### src/rtl/edid_pkg.sv
package edid_pkg;

    typedef enum logic [1:0] {
        LM_OFF   = 2'd0,
        LM_DDC1  = 2'd1,
        LM_TRANS = 2'd2,
        LM_DDC2  = 2'd3
    } link_mode_e;

    typedef enum logic [2:0] {
        SL_IDLE,
        SL_RX,
        SL_ACK,
        SL_TX,
        SL_TXACK
    } slave_st_e;

    typedef enum logic [1:0] {
        RX_DEV,
        RX_WADR,
        RX_DATA
    } rx_kind_e;

    localparam logic [6:0] DEV_ADDR7 = 7'h50;

endpackage

### src/rtl/ddc_pin_sync.sv
module ddc_pin_sync #(
    parameter int              N    = 3,
    parameter logic [N-1:0]    IDLE = '0
) (
    input  logic         clk,
    input  logic         rst_n,
    input  logic [N-1:0] d,
    output logic [N-1:0] lvl,
    output logic [N-1:0] prv
);
    typedef struct packed {
        logic [N-1:0] meta;
        logic [N-1:0] sync;
        logic [N-1:0] last;
    } pipe_t;

    pipe_t p_d, p_q;

    always_comb begin
        p_d      = p_q;
        p_d.meta = d;
        p_d.sync = p_q.meta;
        p_d.last = p_q.sync;
    end

    always_ff @(posedge clk or negedge rst_n) begin
        if (!rst_n) p_q <= '{meta: IDLE, sync: IDLE, last: IDLE};
        else        p_q <= p_d;
    end

    assign lvl = p_q.sync;
    assign prv = p_q.last;

endmodule

### src/rtl/ddc1_serializer.sv
module ddc1_serializer #(
    parameter int BYTES = 128,
    localparam int IW   = $clog2(BYTES)
) (
    input  logic          clk,
    input  logic          rst_n,
    input  logic          clear,
    input  logic          advance,
    input  logic [7:0]    byte_in,
    output logic [IW-1:0] idx,
    output logic          bit_out,
    output logic          null_slot
);
    typedef struct packed {
        logic [3:0]    bitpos;
        logic [IW-1:0] idx;
    } ser_t;

    ser_t s_d, s_q;

    always_comb begin
        s_d = s_q;
        if (clear) begin
            s_d = '0;
        end else if (advance) begin
            if (s_q.bitpos == 4'd8) begin
                s_d.bitpos = 4'd0;
                s_d.idx    = (s_q.idx == IW'(BYTES - 1)) ? '0 : s_q.idx + 1'b1;
            end else begin
                s_d.bitpos = s_q.bitpos + 4'd1;
            end
        end
    end

    always_ff @(posedge clk or negedge rst_n) begin
        if (!rst_n) s_q <= '0;
        else        s_q <= s_d;
    end

    assign idx       = s_q.idx;
    assign null_slot = (s_q.bitpos == 4'd8);
    assign bit_out   = null_slot ? 1'b1 : byte_in[3'd7 - s_q.bitpos[2:0]];

    // bit position never leaves the nine-slot frame
    a_r2_bitpos_range: assert property (@(posedge clk) disable iff (!rst_n)
        s_q.bitpos <= 4'd8);

    // last slot of the last byte wraps to byte 0
    a_r3_stream_wrap: assert property (@(posedge clk) disable iff (!rst_n)
        (!clear && advance && s_q.bitpos == 4'd8 && s_q.idx == IW'(BYTES - 1))
        |=> (s_q.idx == '0 && s_q.bitpos == 4'd0));

endmodule

### src/rtl/ddc_i2c_slave.sv
module ddc_i2c_slave
    import edid_pkg::*;
(
    input  logic       clk,
    input  logic       rst_n,
    input  logic       enable,
    input  logic       scl_lvl,
    input  logic       scl_rise,
    input  logic       scl_fall,
    input  logic       sda_lvl,
    input  logic       sda_rise,
    input  logic       sda_fall,
    input  logic [7:0] rd_byte,
    output logic       sda_drive,
    output logic       dev_match,
    output logic       lo_load,
    output logic       wr_stb,
    output logic       rd_next,
    output logic       stop_stb,
    output logic [7:0] rx_byte
);
    typedef struct packed {
        slave_st_e  st;
        rx_kind_e   kind;
        logic [3:0] bitcnt;
        logic [7:0] sh;
        logic       rw;
        logic       drv;
        logic       mack;
    } slv_t;

    localparam slv_t SLV_RST = '{st: SL_IDLE, kind: RX_DEV, bitcnt: 4'd0,
                                 sh: 8'h00, rw: 1'b0, drv: 1'b0, mack: 1'b0};

    slv_t s_d, s_q;
    logic start_c, stop_c;

    assign start_c = sda_fall & scl_lvl;
    assign stop_c  = sda_rise & scl_lvl;

    always_comb begin
        s_d       = s_q;
        dev_match = 1'b0;
        lo_load   = 1'b0;
        wr_stb    = 1'b0;
        rd_next   = 1'b0;
        stop_stb  = 1'b0;
        if (!enable) begin
            s_d = SLV_RST;
        end else if (start_c) begin
            s_d.st     = SL_RX;
            s_d.kind   = RX_DEV;
            s_d.bitcnt = 4'd0;
            s_d.drv    = 1'b0;
        end else if (stop_c) begin
            s_d.st   = SL_IDLE;
            s_d.drv  = 1'b0;
            stop_stb = 1'b1;
        end else begin
            case (s_q.st)
                SL_RX: begin
                    if (scl_rise && s_q.bitcnt < 4'd8) begin
                        s_d.sh     = {s_q.sh[6:0], sda_lvl};
                        s_d.bitcnt = s_q.bitcnt + 4'd1;
                    end
                    if (scl_fall && s_q.bitcnt == 4'd8) begin
                        case (s_q.kind)
                            RX_DEV: begin
                                if (s_q.sh[7:1] == DEV_ADDR7) begin
                                    dev_match = 1'b1;
                                    s_d.rw    = s_q.sh[0];
                                    s_d.st    = SL_ACK;
                                    s_d.drv   = 1'b1;
                                end else begin
                                    s_d.st = SL_IDLE;
                                end
                            end
                            RX_WADR: begin
                                lo_load = 1'b1;
                                s_d.st  = SL_ACK;
                                s_d.drv = 1'b1;
                            end
                            default: begin
                                wr_stb  = 1'b1;
                                s_d.st  = SL_ACK;
                                s_d.drv = 1'b1;
                            end
                        endcase
                    end
                end
                SL_ACK: begin
                    if (scl_fall) begin
                        if (s_q.kind == RX_DEV && s_q.rw) begin
                            s_d.st     = SL_TX;
                            s_d.drv    = ~rd_byte[7];
                            s_d.sh     = {rd_byte[6:0], 1'b0};
                            s_d.bitcnt = 4'd1;
                        end else begin
                            s_d.st     = SL_RX;
                            s_d.drv    = 1'b0;
                            s_d.bitcnt = 4'd0;
                            s_d.kind   = (s_q.kind == RX_DEV) ? RX_WADR : RX_DATA;
                        end
                    end
                end
                SL_TX: begin
                    if (scl_fall) begin
                        if (s_q.bitcnt == 4'd8) begin
                            s_d.drv = 1'b0;
                            s_d.st  = SL_TXACK;
                            rd_next = 1'b1;
                        end else begin
                            s_d.drv    = ~s_q.sh[7];
                            s_d.sh     = {s_q.sh[6:0], 1'b0};
                            s_d.bitcnt = s_q.bitcnt + 4'd1;
                        end
                    end
                end
                SL_TXACK: begin
                    if (scl_rise) s_d.mack = ~sda_lvl;
                    if (scl_fall) begin
                        if (s_q.mack) begin
                            s_d.st     = SL_TX;
                            s_d.drv    = ~rd_byte[7];
                            s_d.sh     = {rd_byte[6:0], 1'b0};
                            s_d.bitcnt = 4'd1;
                        end else begin
                            s_d.st = SL_IDLE;
                        end
                    end
                end
                default: ;
            endcase
        end
    end

    always_ff @(posedge clk or negedge rst_n) begin
        if (!rst_n) s_q <= SLV_RST;
        else        s_q <= s_d;
    end

    assign sda_drive = s_q.drv;
    assign rx_byte   = s_q.sh;

    // the slave starts pulling SDA low only while SCL is low
    a_r7_drive_when_scl_low: assert property (@(posedge clk) disable iff (!rst_n)
        $rose(s_q.drv) |-> !scl_lvl);

    // an idle slave keeps SDA released
    a_r11_idle_released: assert property (@(posedge clk) disable iff (!rst_n)
        (s_q.st == SL_IDLE) |-> !s_q.drv);

endmodule

### src/rtl/edid_ddc_engine.sv
module edid_ddc_engine
    import edid_pkg::*;
#(
    parameter int ADDR_W         = 16,
    parameter int PAGE_W         = 8,
    parameter int DDC1_BYTES     = 128,
    parameter int TIMEOUT_CYCLES = 200_000_000
) (
    input  logic              clk,
    input  logic              rst_n,
    input  logic              hw_en,
    input  logic              wr_prot,
    input  logic              eod_ie,
    input  logic              eod_clr,
    input  logic [PAGE_W-1:0] page_hi,
    input  logic              vsync_in,
    input  logic              scl_in,
    input  logic              sda_in,
    output logic              sda_oe,
    output logic [ADDR_W-1:0] mem_addr,
    input  logic [7:0]        mem_rd_data,
    output logic              mem_wr_en,
    output logic [7:0]        mem_wr_data,
    output logic              eod_flag,
    output logic              eod_irq,
    output logic [1:0]        link_mode
);
    localparam int LO_W = ADDR_W - PAGE_W;
    localparam int IW   = $clog2(DDC1_BYTES);
    localparam int VW   = $clog2(DDC1_BYTES);
    localparam int TW   = $clog2(TIMEOUT_CYCLES);

    typedef struct packed {
        link_mode_e  mode;
        logic [VW-1:0] vcnt;
        logic [TW-1:0] tmr;
        logic [LO_W-1:0] ptr;
        logic        sess;
        logic        eod;
    } eng_t;

    eng_t st_d, st_q;

    logic [2:0] pin_lvl, pin_prv;
    logic vs_edge, scl_rise, scl_fall, sda_rise, sda_fall;
    logic ser_clear, ser_adv, ser_bit, ser_null;
    logic [IW-1:0] ser_idx;
    logic slave_en, slave_drv, dev_match, lo_load, wr_stb, rd_next, stop_stb;
    logic [7:0] rx_byte;
    logic eod_set;

    ddc_pin_sync #(.N(3), .IDLE(3'b011)) u_sync (
        .clk (clk),
        .rst_n (rst_n),
        .d   ({vsync_in, scl_in, sda_in}),
        .lvl (pin_lvl),
        .prv (pin_prv)
    );

    assign vs_edge  =  pin_lvl[2] & ~pin_prv[2];
    assign scl_rise =  pin_lvl[1] & ~pin_prv[1];
    assign scl_fall = ~pin_lvl[1] &  pin_prv[1];
    assign sda_rise =  pin_lvl[0] & ~pin_prv[0];
    assign sda_fall = ~pin_lvl[0] &  pin_prv[0];

    assign ser_clear = (st_q.mode == LM_OFF);
    assign ser_adv   = (st_q.mode == LM_DDC1) & vs_edge;
    assign slave_en  = (st_q.mode == LM_TRANS) || (st_q.mode == LM_DDC2);

    ddc1_serializer #(.BYTES(DDC1_BYTES)) u_ser (
        .clk       (clk),
        .rst_n     (rst_n),
        .clear     (ser_clear),
        .advance   (ser_adv),
        .byte_in   (mem_rd_data),
        .idx       (ser_idx),
        .bit_out   (ser_bit),
        .null_slot (ser_null)
    );

    ddc_i2c_slave u_slave (
        .clk       (clk),
        .rst_n     (rst_n),
        .enable    (slave_en),
        .scl_lvl   (pin_lvl[1]),
        .scl_rise  (scl_rise),
        .scl_fall  (scl_fall),
        .sda_lvl   (pin_lvl[0]),
        .sda_rise  (sda_rise),
        .sda_fall  (sda_fall),
        .rd_byte   (mem_rd_data),
        .sda_drive (slave_drv),
        .dev_match (dev_match),
        .lo_load   (lo_load),
        .wr_stb    (wr_stb),
        .rd_next   (rd_next),
        .stop_stb  (stop_stb),
        .rx_byte   (rx_byte)
    );

    always_comb begin
        st_d    = st_q;
        eod_set = 1'b0;
        case (st_q.mode)
            LM_OFF: begin
                if (hw_en) st_d.mode = LM_DDC1;
            end
            LM_DDC1: begin
                if (scl_fall) begin
                    st_d.mode = LM_TRANS;
                    st_d.vcnt = '0;
                    st_d.tmr  = '0;
                end
            end
            LM_TRANS: begin
                if (dev_match) begin
                    st_d.mode = LM_DDC2;
                end else if (vs_edge && st_q.vcnt == VW'(DDC1_BYTES - 1)) begin
                    st_d.mode = LM_DDC1;
                end else if (st_q.tmr == TW'(TIMEOUT_CYCLES - 1)) begin
                    st_d.mode = LM_DDC1;
                end else begin
                    st_d.tmr = st_q.tmr + 1'b1;
                    if (vs_edge) st_d.vcnt = st_q.vcnt + 1'b1;
                end
            end
            default: ;
        endcase

        if (lo_load)               st_d.ptr = rx_byte;
        else if (wr_stb | rd_next) st_d.ptr = st_q.ptr + 1'b1;

        if (wr_stb) st_d.sess = 1'b1;
        if (stop_stb) begin
            eod_set   = st_q.sess;
            st_d.sess = 1'b0;
        end
        st_d.eod = (st_q.eod & ~eod_clr) | eod_set;

        if (!hw_en) begin
            st_d.mode = LM_OFF;
            st_d.sess = 1'b0;
        end
    end

    always_ff @(posedge clk or negedge rst_n) begin
        if (!rst_n) st_q <= '{mode: LM_OFF, vcnt: '0, tmr: '0, ptr: '0, sess: 1'b0, eod: 1'b0};
        else        st_q <= st_d;
    end

    assign mem_addr    = (st_q.mode == LM_DDC1) ? {page_hi, LO_W'(ser_idx)}
                                                : {page_hi, st_q.ptr};
    assign mem_wr_en   = wr_stb & ~wr_prot & (st_q.mode == LM_DDC2);
    assign mem_wr_data = rx_byte;
    assign sda_oe      = ((st_q.mode == LM_DDC1) & ~ser_bit) | (slave_en & slave_drv);
    assign eod_flag    = st_q.eod;
    assign eod_irq     = st_q.eod & eod_ie;
    assign link_mode   = st_q.mode;

    // an engine that is off never touches the bus or the memory
    a_r1_off_quiet: assert property (@(posedge clk) disable iff (!rst_n)
        (st_q.mode == LM_OFF) |-> (!sda_oe && !mem_wr_en));

    // the ninth slot of the serial stream leaves SDA released
    a_r2_null_released: assert property (@(posedge clk) disable iff (!rst_n)
        (st_q.mode == LM_DDC1 && ser_null) |-> !sda_oe);

    // addressed mode is reached only through the transition state
    a_r7_ddc2_entry: assert property (@(posedge clk) disable iff (!rst_n)
        (st_q.mode == LM_DDC2) |-> ($past(st_q.mode) == LM_TRANS || $past(st_q.mode) == LM_DDC2));

    // addressed mode holds while enabled
    a_r7_ddc2_sticky: assert property (@(posedge clk) disable iff (!rst_n)
        (st_q.mode == LM_DDC2 && hw_en) |=> (st_q.mode == LM_DDC2));

    // 128th vsync edge in transition falls back to the serial stream
    a_r5_vsync_exit: assert property (@(posedge clk) disable iff (!rst_n)
        (st_q.mode == LM_TRANS && hw_en && !dev_match && vs_edge &&
         st_q.vcnt == VW'(DDC1_BYTES - 1)) |=> (st_q.mode == LM_DDC1));

    // the end-of-download flag rises only on a STOP
    a_r12_eod_on_stop: assert property (@(posedge clk) disable iff (!rst_n)
        $rose(st_q.eod) |-> $past(stop_stb));

endmodule

### config.mk
export PLATFORM = sky130hd
export DESIGN_NAME = edid_ddc_engine
export DESIGN_NICKNAME = d
export VERILOG_FILES = /design/src/rtl/edid_pkg.sv /design/src/rtl/ddc_pin_sync.sv /design/src/rtl/ddc1_serializer.sv /design/src/rtl/ddc_i2c_slave.sv /design/src/rtl/edid_ddc_engine.sv
export SDC_FILE = /design/constraint.sdc
export NUM_CORES = 1
export LEC_CHECK = 0
export ABC_AREA = 1
export BUFFER_PORTS_ARGS = -buffer_cell sky130_fd_sc_hd__buf_2
export CORE_MARGIN = 2
export CORE_UTILIZATION = 23
export CTS_CLUSTER_SIZE = 30
export DETAILED_ROUTE_END_ITERATION = 6
export MAX_ROUTING_LAYER = met4
export SYNTH_ARGS = -nofsm -noshare
export SYNTH_HDL_FRONTEND = slang
export SYNTH_SLANG_ARGS = --single-unit
### constraint.sdc
create_clock -name clk -period 2.85 [get_ports clk]
set_input_delay 0.57 -clock clk [delete_from_list [all_inputs] [get_ports clk]]
set_output_delay 0.57 -clock clk [all_outputs]
set_load 0.005 [all_outputs]
==> impl_metrics.env, run 1 <==
export IMPL_status="completed"
export IMPL_cts_resized=0
export IMPL_peakVddDrop_v=0.000291
export IMPL_die_h_um=162
export IMPL_drive_gt1_frac=0.134
export IMPL_power_density_nw_per_um2=532
export IMPL_r2r_cells=11
export IMPL_clk_latency_ps=360
export IMPL_power_mw=3.45
export IMPL_whs_ps=207
export IMPL_synth_edff_count=0
export IMPL_cts_setup_buffers=0
export IMPL_portBuffers=38
export IMPL_die_area_um2=26200
export IMPL_wl_per_cell_um=12.5
export IMPL_vias_per_cell=4.42
export IMPL_path_clk_slew_ps=70
export IMPL_finalSetupViolCount=0
export IMPL_yosys_top_cells_area="dfrtp_1 35%, nand2_1 16%, nor2_1 6.8%"
export IMPL_hold_violations=0
export IMPL_multi_input_area_um2=2980
export IMPL_grt_overflow_total=0
export IMPL_htree_levels=3
export IMPL_start_util=0.235
export IMPL_worst_path_max_fanout=10
export IMPL_holdBufCountCts=0
export IMPL_dieWidth_um=162
export IMPL_drt_first_pass_iters=5
export IMPL_fin_ws_ps=244
export IMPL_synth_area_um2=5720
export IMPL_place_area_um2=6170
export IMPL_post_route_util=0.266
export IMPL_p_leak_nw=2.92
export IMPL_rsz0062_at_grt="false"
export IMPL_syn_nets=854
export IMPL_design_core_area_um2=24400
export IMPL_fin_setup_tns_ps=0
export IMPL_ant_nets=0
export IMPL_worstSetupPathType="reg -> out"
export IMPL_root_buffer="clkbuf_16"
export IMPL_seq_area_um2=2180
export IMPL_r2r_start="link_mode[0]$_DFFE_PN0P_"
export IMPL_synth_largest_area_cell="dfrtp_1"
export IMPL_worstPathArrival_ps=2040
export IMPL_ys_seq_area_frac=0.382
export IMPL_instances_no_fill=1171
export IMPL_critPathSlowestCell="dfrtp_1"
export IMPL_final_max_slew_viol_count=0
export IMPL_skew_ps=12.7
export IMPL_end_kind="output port"
export IMPL_period_minus_slack_ps=2610
export IMPL_syn2layout_area_growth_pct=13.2
export IMPL_worstPathRequired_ps=2280
export IMPL_period_share=0.914
export IMPL_dp_cells=1154
export IMPL_synth_ff_type="dfrtp_1"
export IMPL_postSynthCellCount=817
export IMPL_timing_rr_end="st_q[13]$_DFFE_PN0P_"
export IMPL_tightest_slew_ps=693
export IMPL_yosysWarnings=0
export IMPL_cp_depth=9
export IMPL_cts_made_buffers=9
export IMPL_ys_ff_latch=87
export IMPL_wl_um=14700
export IMPL_crit_chain="inv_1, ha_1, nor2_4, inv_2, nand2_1, nor2_1, nand3_2, nor3b_1, buf_2"
export IMPL_dp_hpwl_um=11100
export IMPL_dp_slack_ps=553
export IMPL_drtIter0Drc=330
export IMPL_vias=5178
export IMPL_yosysMostFrequentCell="nand2_1"
export IMPL_yosys_area_top_type_share=0.354
export IMPL_n_fill_cell=2692
export IMPL_yosys_top_cells_count="239 x nand2_1, 104 x nor2_1, 85 x inv_1, 81 x dfrtp_1, 62 x o21ai_0"
export IMPL_drc=0
export IMPL_rrSetupSlack_ps=580
export IMPL_drv_cap=0
export IMPL_nNetsFinal=878
export IMPL_final_area_um2=6480
export IMPL_first_global_vias=4896
export IMPL_crit_start="link_mode[0]$_DFFE_PN0P_"
export IMPL_critPathMaxStageDelay_ps=430
export IMPL_synth_cell_types=36
export IMPL_async_reset_ff_frac=1.00
export IMPL_antenna_found_initial=1
export IMPL_max_freq_mhz=384
export IMPL_relSlewSlack=0.536
export IMPL_clockBufferDepth=2
export IMPL_rows=57
export IMPL_gp_congestion=0.924
export IMPL_clock_sinks=87
export IMPL_tritoncts="done"
export IMPL_critPathLaunchType="register"
export IMPL_critPathTopFamily="simple AND/OR/NAND/NOR gates"
export IMPL_io_pin_count=55
export IMPL_min_path_type="in -> async"
export IMPL_grtUsageTotal=0.119
export IMPL_path_buf_inv=3
export IMPL_grt_pass1_wl_um=24700
export IMPL_cp_endpoint="mem_wr_en"
export IMPL_grt_max_degree=45
export IMPL_synth_avg_cell_area_um2=7.00
flip-flops by register name (all words and copies together) (netlist names):
signal,cells
eod_flag,1
link_mode,2
st_q,44
u_ser.idx,7
u_ser.s_q,4
u_slave.rx_byte,8
u_slave.s_q,11
u_slave.sda_drive,1
u_sync.lvl,3
u_sync.p_d,3
u_sync.prv,3
area by class of cell:
type,count,area share
Clock inverter,4,0.00850
Antenna cell,1,0.000386
Inverter,93,0.0539
Multi-Input combinational cell,607,0.460
Timing Repair Buffer,43,0.0394
Sequential cell,87,0.337
Clock buffer,12,0.0381
Tap cell,324,0.0626
worst min-delay path by stage:
stage                                          to  depth (start not counted)  slack, ps
after floorplan                eod_flag$_DFF_PN0_                          0        270
after global placement    u_sync.lvl[2]$_DFF_PN0_                          0        340
after detailed placement  u_sync.lvl[2]$_DFF_PN0_                          0        350
after CTS                    st_q[13]$_DFFE_PN0P_                          1        240
after global routing         st_q[30]$_DFFE_PN0P_                          1        260
final                        st_q[13]$_DFFE_PN0P_                          1        210
placed cells by master (no fill, tap or decap), types with 3 or more instances in the layout:
cell type	n
nor3b_1	4
nand3_2	5
xor2_1	20
nand2_4	3
xnor2_1	4
nand3_1	60
nor2_2	5
inv_1	85
o21ai_2	11
inv_2	7
or2_2	3
clkbuf_16	9
dfrtp_1	81
a21oi_1	15
o21ai_1	5
nand4_1	14
nand2_1	239
dfstp_2	6
nor3_1	14
buf_2	37
buf_4	4
nand2_2	12
nor2_4	3
o21ai_0	62
nor2_1	104
ha_1	12
cell families after synthesis:
| logic type | count (synthesis) | synth area share |
|---|---|---|
| simple gates | 468 | 0.355 |
| buf+inv | 123 | 0.0977 |
| compound gates | 103 | 0.103 |
| flops | 87 | 0.382 |
| xor+xnor | 24 | 0.0367 |
| fa+ha+maj | 12 | 0.0262 |
metal layers:
layer	track usage	wire length (µm)	part of all wire	up-vias
li1	-	-	-	2639
met1	0.162	7350	0.50	2389
met2	0.181	6470	0.44	127
met3	0.0199	625	0.043	23
met4	0.0394	239	0.016	0
met5	-	0	0	-
power breakdown:
group / switching [mW] / total, mW / internal, mW
Clock: 0.511 / 1.22 / 0.707
Combinational: 0.640 / 0.884 / 0.244
Sequential: 0.0573 / 1.35 / 1.29
Total: 1.21 / 3.45 / 2.24
No activity file was read; power rests on OpenSTA's default activity.
==> run 2: changes to the inputs <==
--- a/config.mk
+++ b/config.mk
@@ -7,11 +7,13 @@
 export LEC_CHECK = 0
 export ABC_AREA = 1
 export BUFFER_PORTS_ARGS = -buffer_cell sky130_fd_sc_hd__buf_2
+export CAP_MARGIN = 5
 export CORE_MARGIN = 2
 export CORE_UTILIZATION = 23
 export CTS_CLUSTER_SIZE = 30
 export DETAILED_ROUTE_END_ITERATION = 6
 export MAX_ROUTING_LAYER = met4
+export REMOVE_ABC_BUFFERS = 1
 export SYNTH_ARGS = -nofsm -noshare
 export SYNTH_HDL_FRONTEND = slang
 export SYNTH_SLANG_ARGS = --single-unit
==> run 2 against run 1 <==
Cell count down 0.17%. Fmax down 1.2%. Sequential share of layout area up 0.17 points. Routed wire length down 2.2%. Critical path depth unchanged. Global-route usage down 0.22 points. Utilization down 0.13 points. First-iteration DRC count up 25%.
==> impl_metrics.env, run 2 (synthesis results as in run 1) <==
export IMPL_status="completed"
export IMPL_rsz0062_at_grt="false"
export IMPL_grt_overflow_total=0
export IMPL_r2r_start="link_mode[1]$_DFFE_PN0P_"
export IMPL_path_buf_inv=3
export IMPL_nNetsFinal=878
export IMPL_vias=5141
export IMPL_finalSetupViolCount=0
export IMPL_place_area_um2=6170
export IMPL_wl_per_cell_um=12.3
export IMPL_dieWidth_um=162
export IMPL_gp_congestion=0.935
export IMPL_ant_nets=0
export IMPL_portBuffers=38
export IMPL_tightest_slew_ps=669
export IMPL_critPathTopFamily="simple AND/OR/NAND/NOR gates"
export IMPL_regMostFlops="st_q"
export IMPL_path_clk_slew_ps=60
export IMPL_worst_path_max_fanout=10
export IMPL_timing_rr_end="st_q[36]$_DFFE_PN0P_"
export IMPL_dp_hpwl_um=10900
export IMPL_diodes=0
export IMPL_clock_sinks=87
export IMPL_vias_per_cell=4.40
export IMPL_first_global_vias=4815
export IMPL_fin_setup_tns_ps=0
export IMPL_rows=57
export IMPL_critPathSlowestCell="dfrtp_1"
export IMPL_max_freq_mhz=379
export IMPL_drt_first_pass_iters=5
export IMPL_worstPathArrival_ps=2070
export IMPL_rrSetupSlack_ps=460
export IMPL_seq_area_um2=2180
export IMPL_grt_pass1_wl_um=24200
export IMPL_grtUsageTotal=0.117
export IMPL_n_fill_cell=2708
export IMPL_root_buffer="clkbuf_16"
export IMPL_cp_depth=9
export IMPL_clockBufferDepth=2
export IMPL_final_cell_mix="239 x nand2_1, 104 x nor2_1, 85 x inv_1, 81 x dfrtp_1, 62 x o21ai_0"
export IMPL_syn2layout_area_growth_pct=12.6
export IMPL_power_density_nw_per_um2=515
export IMPL_grt_max_degree=49
export IMPL_multi_input_area_um2=2980
export IMPL_end_kind="output port"
export IMPL_final_common_cell="nand2_1"
export IMPL_antenna_found_initial=0
export IMPL_critPathLaunchType="register"
export IMPL_instances_no_fill=1169
export IMPL_cts_made_buffers=9
export IMPL_drive_gt1_frac=0.134
export IMPL_drtIter0Drc=411
export IMPL_relSlewSlack=0.552
export IMPL_critPathMaxStageDelay_ps=430
export IMPL_largest_register_ffs=44
export IMPL_final_area_um2=6440
export IMPL_drv_cap=0
export IMPL_wl_um=14400
export IMPL_period_minus_slack_ps=2640
export IMPL_io_pin_count=55
export IMPL_start_util=0.235
export IMPL_die_h_um=162
export IMPL_design_core_area_um2=24400
export IMPL_htree_levels=3
export IMPL_worstPathRequired_ps=2280
export IMPL_final_max_slew_viol_count=0
export IMPL_holdBufCountCts=0
export IMPL_tritoncts="done"
export IMPL_period_share=0.926
export IMPL_clk_latency_ps=340
export IMPL_dp_cells=1154
export IMPL_die_area_um2=26200
export IMPL_r2r_cells=10
export IMPL_peakVddDrop_v=0.000282
export IMPL_crit_chain="inv_1, ha_1, nor2_4, inv_2, nand2_1, nor2_1, nand3_2, nor3b_2, buf_2"
export IMPL_p_leak_nw=2.90
export IMPL_min_path_type="in -> async"
export IMPL_skew_ps=7.01
export IMPL_hold_violations=0
export IMPL_drc=0
export IMPL_worstSetupPathType="reg -> out"
-- run 2: changes by cell type in the layout (fill, tap and decap cells not counted) --
cell        before  now
diode_2          1    0
clkinv_2         0    1
clkinv_4         2    0
nor3b_2          0    1
clkinvlp_4       1    2
nor3b_1          4    3
bufinv_16        1    0
-- run 2: final cells by class --
cell class	count	area share
Clock buffer	12	0.0382
Tap cell	324	0.0629
Multi-Input combinational cell	607	0.463
Sequential cell	87	0.339
Timing Repair Buffer	43	0.0396
Inverter	93	0.0542
Clock inverter	3	0.00311
-- run 2: power breakdown --
part / internal, mW / switching [mW] / leakage [nW] / total [mW]
registers: 1.29 / 0.0583 / 1.18 / 1.35
logic: 0.248 / 0.628 / 1.59 / 0.876
clock network: 0.609 / 0.486 / 0.125 / 1.10
total: 2.15 / 1.17 / 2.90 / 3.32
-- run 2: timing repair --
item                       CTS  global route
setup buffers                0             0
gates resized for setup      0             1
setup endpoints to repair    0             1
-- run 2: worst max path at each step --
stage,startpoint,end
6_report,link_mode[0]$_DFFE_PN0P_,mem_wr_en
5_1_grt,link_mode[0]$_DFFE_PN0P_,mem_wr_en
4_1_cts,link_mode[0]$_DFFE_PN0P_,mem_wr_en
3_5_place_dp,link_mode[1]$_DFFE_PN0P_,st_q[36]$_DFFE_PN0P_
3_3_place_gp,link_mode[1]$_DFFE_PN0P_,st_q[37]$_DFFE_PN0P_
2_1_floorplan,link_mode[0]$_DFFE_PN0P_,st_q[14]$_DFFE_PN0P_
-- run 2: per-stage QoR --
step / worst slack, ps / hold WS (ps) / utilization / total power [mW]
final: 212 / 213 / 0.264 / 3.32
after floorplan: 244 / 274 / - / 1.93
after detailed placement: 489 / 338 / 0.253 / 2.25
after global routing: 58.5 / 253 / 0.264 / 3.53
after global placement: 599 / 335 / 0.253 / 2.24
after CTS: 174 / 234 / 0.264 / 3.35
-- run 2: worst register-to-register path, cell delays in order (launching register included) --
cell and delay (ps):
dfrtp_1 430, inv_1 90, ha_1 340, inv_1 270, nor2_1 110, nor2_1 100
a21boi_4 310, nand2_4 240, buf_12 250, nand2_1 90, o21ai_2 50
-- run 2: layer usage --
layer  wire, µm  vias up  share of wire  GRT usage
li1           -     2642              -          -
met1       7440     2395           0.52      0.160
met2       6320       90           0.44      0.177
met3        359       14          0.025     0.0156
met4        238        0          0.017     0.0451
met5          0        -              0          -
==> run 3: changes to the inputs <==
--- a/config.mk
+++ b/config.mk
@@ -5,11 +5,11 @@
 export SDC_FILE = /design/constraint.sdc
 export NUM_CORES = 1
 export LEC_CHECK = 0
-export ABC_AREA = 1
 export BUFFER_PORTS_ARGS = -buffer_cell sky130_fd_sc_hd__buf_2
 export CAP_MARGIN = 5
 export CORE_MARGIN = 2
 export CORE_UTILIZATION = 23
+export CTS_CLUSTER_DIAMETER = 40
 export CTS_CLUSTER_SIZE = 30
 export DETAILED_ROUTE_END_ITERATION = 6
 export MAX_ROUTING_LAYER = met4
==> constraint.sdc (replaced) <==
create_clock -name clk -period 2.54 [get_ports clk]
set_input_delay 0.508 -clock clk [delete_from_list [all_inputs] [get_ports clk]]
set_output_delay 0.508 -clock clk [all_outputs]
set_load 0.005 [all_outputs]
==> run 3 against run 2 <==
Die area is 0.90% higher. Sequential power up 8%. Routed wire length up 7.1%. Global-route usage is 0.67 points higher. First-iteration DRC count grew 6.6%. Combinational power rose by 12%. Highest routed layer unchanged.
==> impl_metrics.env, run 3 <==
export IMPL_synth_edff_count=0
export IMPL_skew_ps=9.64
export IMPL_critPathSlowestCell="dfrtp_1"
export IMPL_drtIter0Drc=438
export IMPL_drv_cap=0
export IMPL_antenna_found_initial=0
export IMPL_die_h_um=162
export IMPL_nNetsFinal=698
export IMPL_dieWidth_um=162
export IMPL_cp_depth=6
export IMPL_worstPathArrival_ps=1930
export IMPL_path_clk_slew_ps=70
export IMPL_fin_setup_tns_ps=0
export IMPL_hold_violations=0
export IMPL_vias=5031
export IMPL_tritoncts="done"
export IMPL_peakVddDrop_v=0.000357
export IMPL_regMostFlops="st_q"
export IMPL_synth_avg_cell_area_um2=9.14
export IMPL_power_density_nw_per_um2=588
export IMPL_ys_ff_latch=87
export IMPL_min_path_type="in -> async"
export IMPL_vias_per_cell=5.08
export IMPL_grt_overflow_total=0
export IMPL_critPathMaxStageDelay_ps=430
export IMPL_postSynthCellCount=632
export IMPL_worstSetupPathType="reg -> out"
export IMPL_period_share=0.960
export IMPL_start_util=0.236
export IMPL_wl_per_cell_um=15.5
export IMPL_rsz0062_at_grt="false"
export IMPL_final_max_slew_viol_count=0
export IMPL_end_kind="output port"
export IMPL_crit_chain="inv_1, ha_2, nand3b_1, or3_4, nor3_1, buf_2"
export IMPL_holdBufCountCts=0
export IMPL_gp_congestion=0.849
export IMPL_yosysMostFrequentCell="dfrtp_1"
export IMPL_p_leak_nw=2.67
export IMPL_yosys_top_cells_count="81 x dfrtp_1, 62 x nand2_1, 37 x nor2_1, 36 x a21oi_1, 29 x nand3_1"
export IMPL_yosysWarnings=0
export IMPL_drive_gt1_frac=0.189
export IMPL_grt_max_degree=50
export IMPL_max_freq_mhz=410
export IMPL_io_pin_count=55
export IMPL_yosys_area_top_type_share=0.351
export IMPL_critPathLaunchType="register"
export IMPL_design_core_area_um2=24500
export IMPL_tightest_slew_ps=685
export IMPL_ant_nets=0
export IMPL_power_mw=3.92
export IMPL_clk_latency_ps=370
export IMPL_clock_sinks=87
export IMPL_r2r_start="u_slave.rx_byte[6]$_DFFE_PN0P_"
export IMPL_grt_pass1_wl_um=25400
export IMPL_worstPathRequired_ps=2030
export IMPL_synth_area_um2=5780
export IMPL_crit_start="u_slave.s_q[11]$_DFFE_PN0P_"
export IMPL_drt_first_pass_iters=5
export IMPL_synth_ff_type="dfrtp_1"
export IMPL_largest_register_ffs=44
export IMPL_finalSetupViolCount=0
export IMPL_root_buffer="clkbuf_16"
export IMPL_die_area_um2=26400
export IMPL_diodes=0
export IMPL_portBuffers=38
export IMPL_path_buf_inv=2
export IMPL_grtUsageTotal=0.124
export IMPL_final_common_cell="dfrtp_1"
export IMPL_dp_hpwl_um=10800
export IMPL_r2r_cells=5
export IMPL_first_global_vias=4787
export IMPL_rows=57
export IMPL_status="completed"
export IMPL_yosys_top_cells_area="dfrtp_1 35%, nand2_1 4.0%, mux2i_1 3.3%"
export IMPL_htree_levels=3
export IMPL_async_reset_ff_frac=1.00
export IMPL_period_minus_slack_ps=2440
export IMPL_syn2layout_area_growth_pct=15.6
export IMPL_ys_seq_area_frac=0.378
export IMPL_drc=0
export IMPL_wl_um=15400
export IMPL_synth_cell_types=79
export IMPL_critPathTopFamily="simple AND/OR/NAND/NOR gates"
export IMPL_final_cell_mix="79 x dfrtp_1, 62 x nand2_1, 37 x nor2_1, 37 x buf_2, 36 x a21oi_1"
export IMPL_synth_largest_area_cell="dfrtp_1"
export IMPL_cts_made_buffers=9
export IMPL_relSlewSlack=0.543
export IMPL_worst_path_max_fanout=5
export IMPL_clockBufferDepth=2
[run 3: power breakdown]
part	internal (mW)	total (mW)	switching, mW
Sequential	1.42	1.46	0.0446
Combinational	0.322	0.985	0.664
Clock	0.800	1.47	0.673
[run 3: cell type report]
| type | count | area, µm² |
|---|---|---|
| fillers | 2594 | 17800 |
| well taps | 324 | 405 |
| clock buffers | 9 | 225 |
| repair buffers | 68 | 459 |
| flip-flops and latches | 87 | 2190 |
| multi-input cells | 478 | 3240 |
| inverters | 17 | 63.8 |
| clock inverters | 7 | 95.1 |
[run 3: per-stage QoR]
| step | instances | utilization | setup slack [ps] | cell area (µm²) | hold WS (ps) |
|---|---|---|---|---|---|
| detailed placement | 973 | 0.259 | 301 | 6340 | 338 |
| floorplan | 582 | - | -284 | 5480 | 212 |
| global route | 990 | 0.273 | 3.04 | 6670 | 205 |
| global placement | 973 | 0.259 | 363 | 6340 | 338 |
| CTS | 990 | 0.273 | 58.9 | 6670 | 160 |
| finish | 990 | 0.273 | 102 | 6670 | 140 |
[run 3: per-layer routing]
metal	wire, µm	global-route usage	vias to the layer above	part of all wire
li1	-	-	2416	-
met1	7600	0.171	2467	0.49
met2	6790	0.179	125	0.44
met3	659	0.0219	23	0.043
met4	331	0.0507	0	0.022
met5	0	-	-	0
[run 3: repair_timing]
item,CTS,global route
setup buffers,1,0
gates resized for setup,1,3
setup endpoints to repair,2,2
[run 3: path summary, 6_finish.rpt]
check	slack, ps	end
max	100	mem_wr_en
min	140	st_q[33]$_DFFE_PN0P_
max reg2reg	270	st_q[19]$_DFFE_PN0P_
min reg2reg	350	u_sync.lvl[2]$_DFF_PN0_
max in group asynchronous	1660	u_sync.lvl[0]$_DFF_PN1_
min in group clk	230	u_sync.p_d[4]$_DFF_PN1_
[run 3: worst register-to-register path: cells and delay by family (launching register included)]
| kind | cells | cell delay, ps |
|---|---|---|
| compound gates | 2 | 490 |
| flops | 1 | 440 |
| simple gates | 3 | 1220 |
[run 3: cell families after synthesis]
| logic type | Yosys count | synth area share |
|---|---|---|
| and+or+nand+nor | 282 | 0.279 |
| AOI/OAI and AO/OA | 140 | 0.175 |
| DFF | 87 | 0.378 |
| buffers and inverters | 67 | 0.0622 |
| muxes | 29 | 0.0570 |
| xor gates and xnor gates | 15 | 0.0227 |
| adders and majority gates | 12 | 0.0260 |
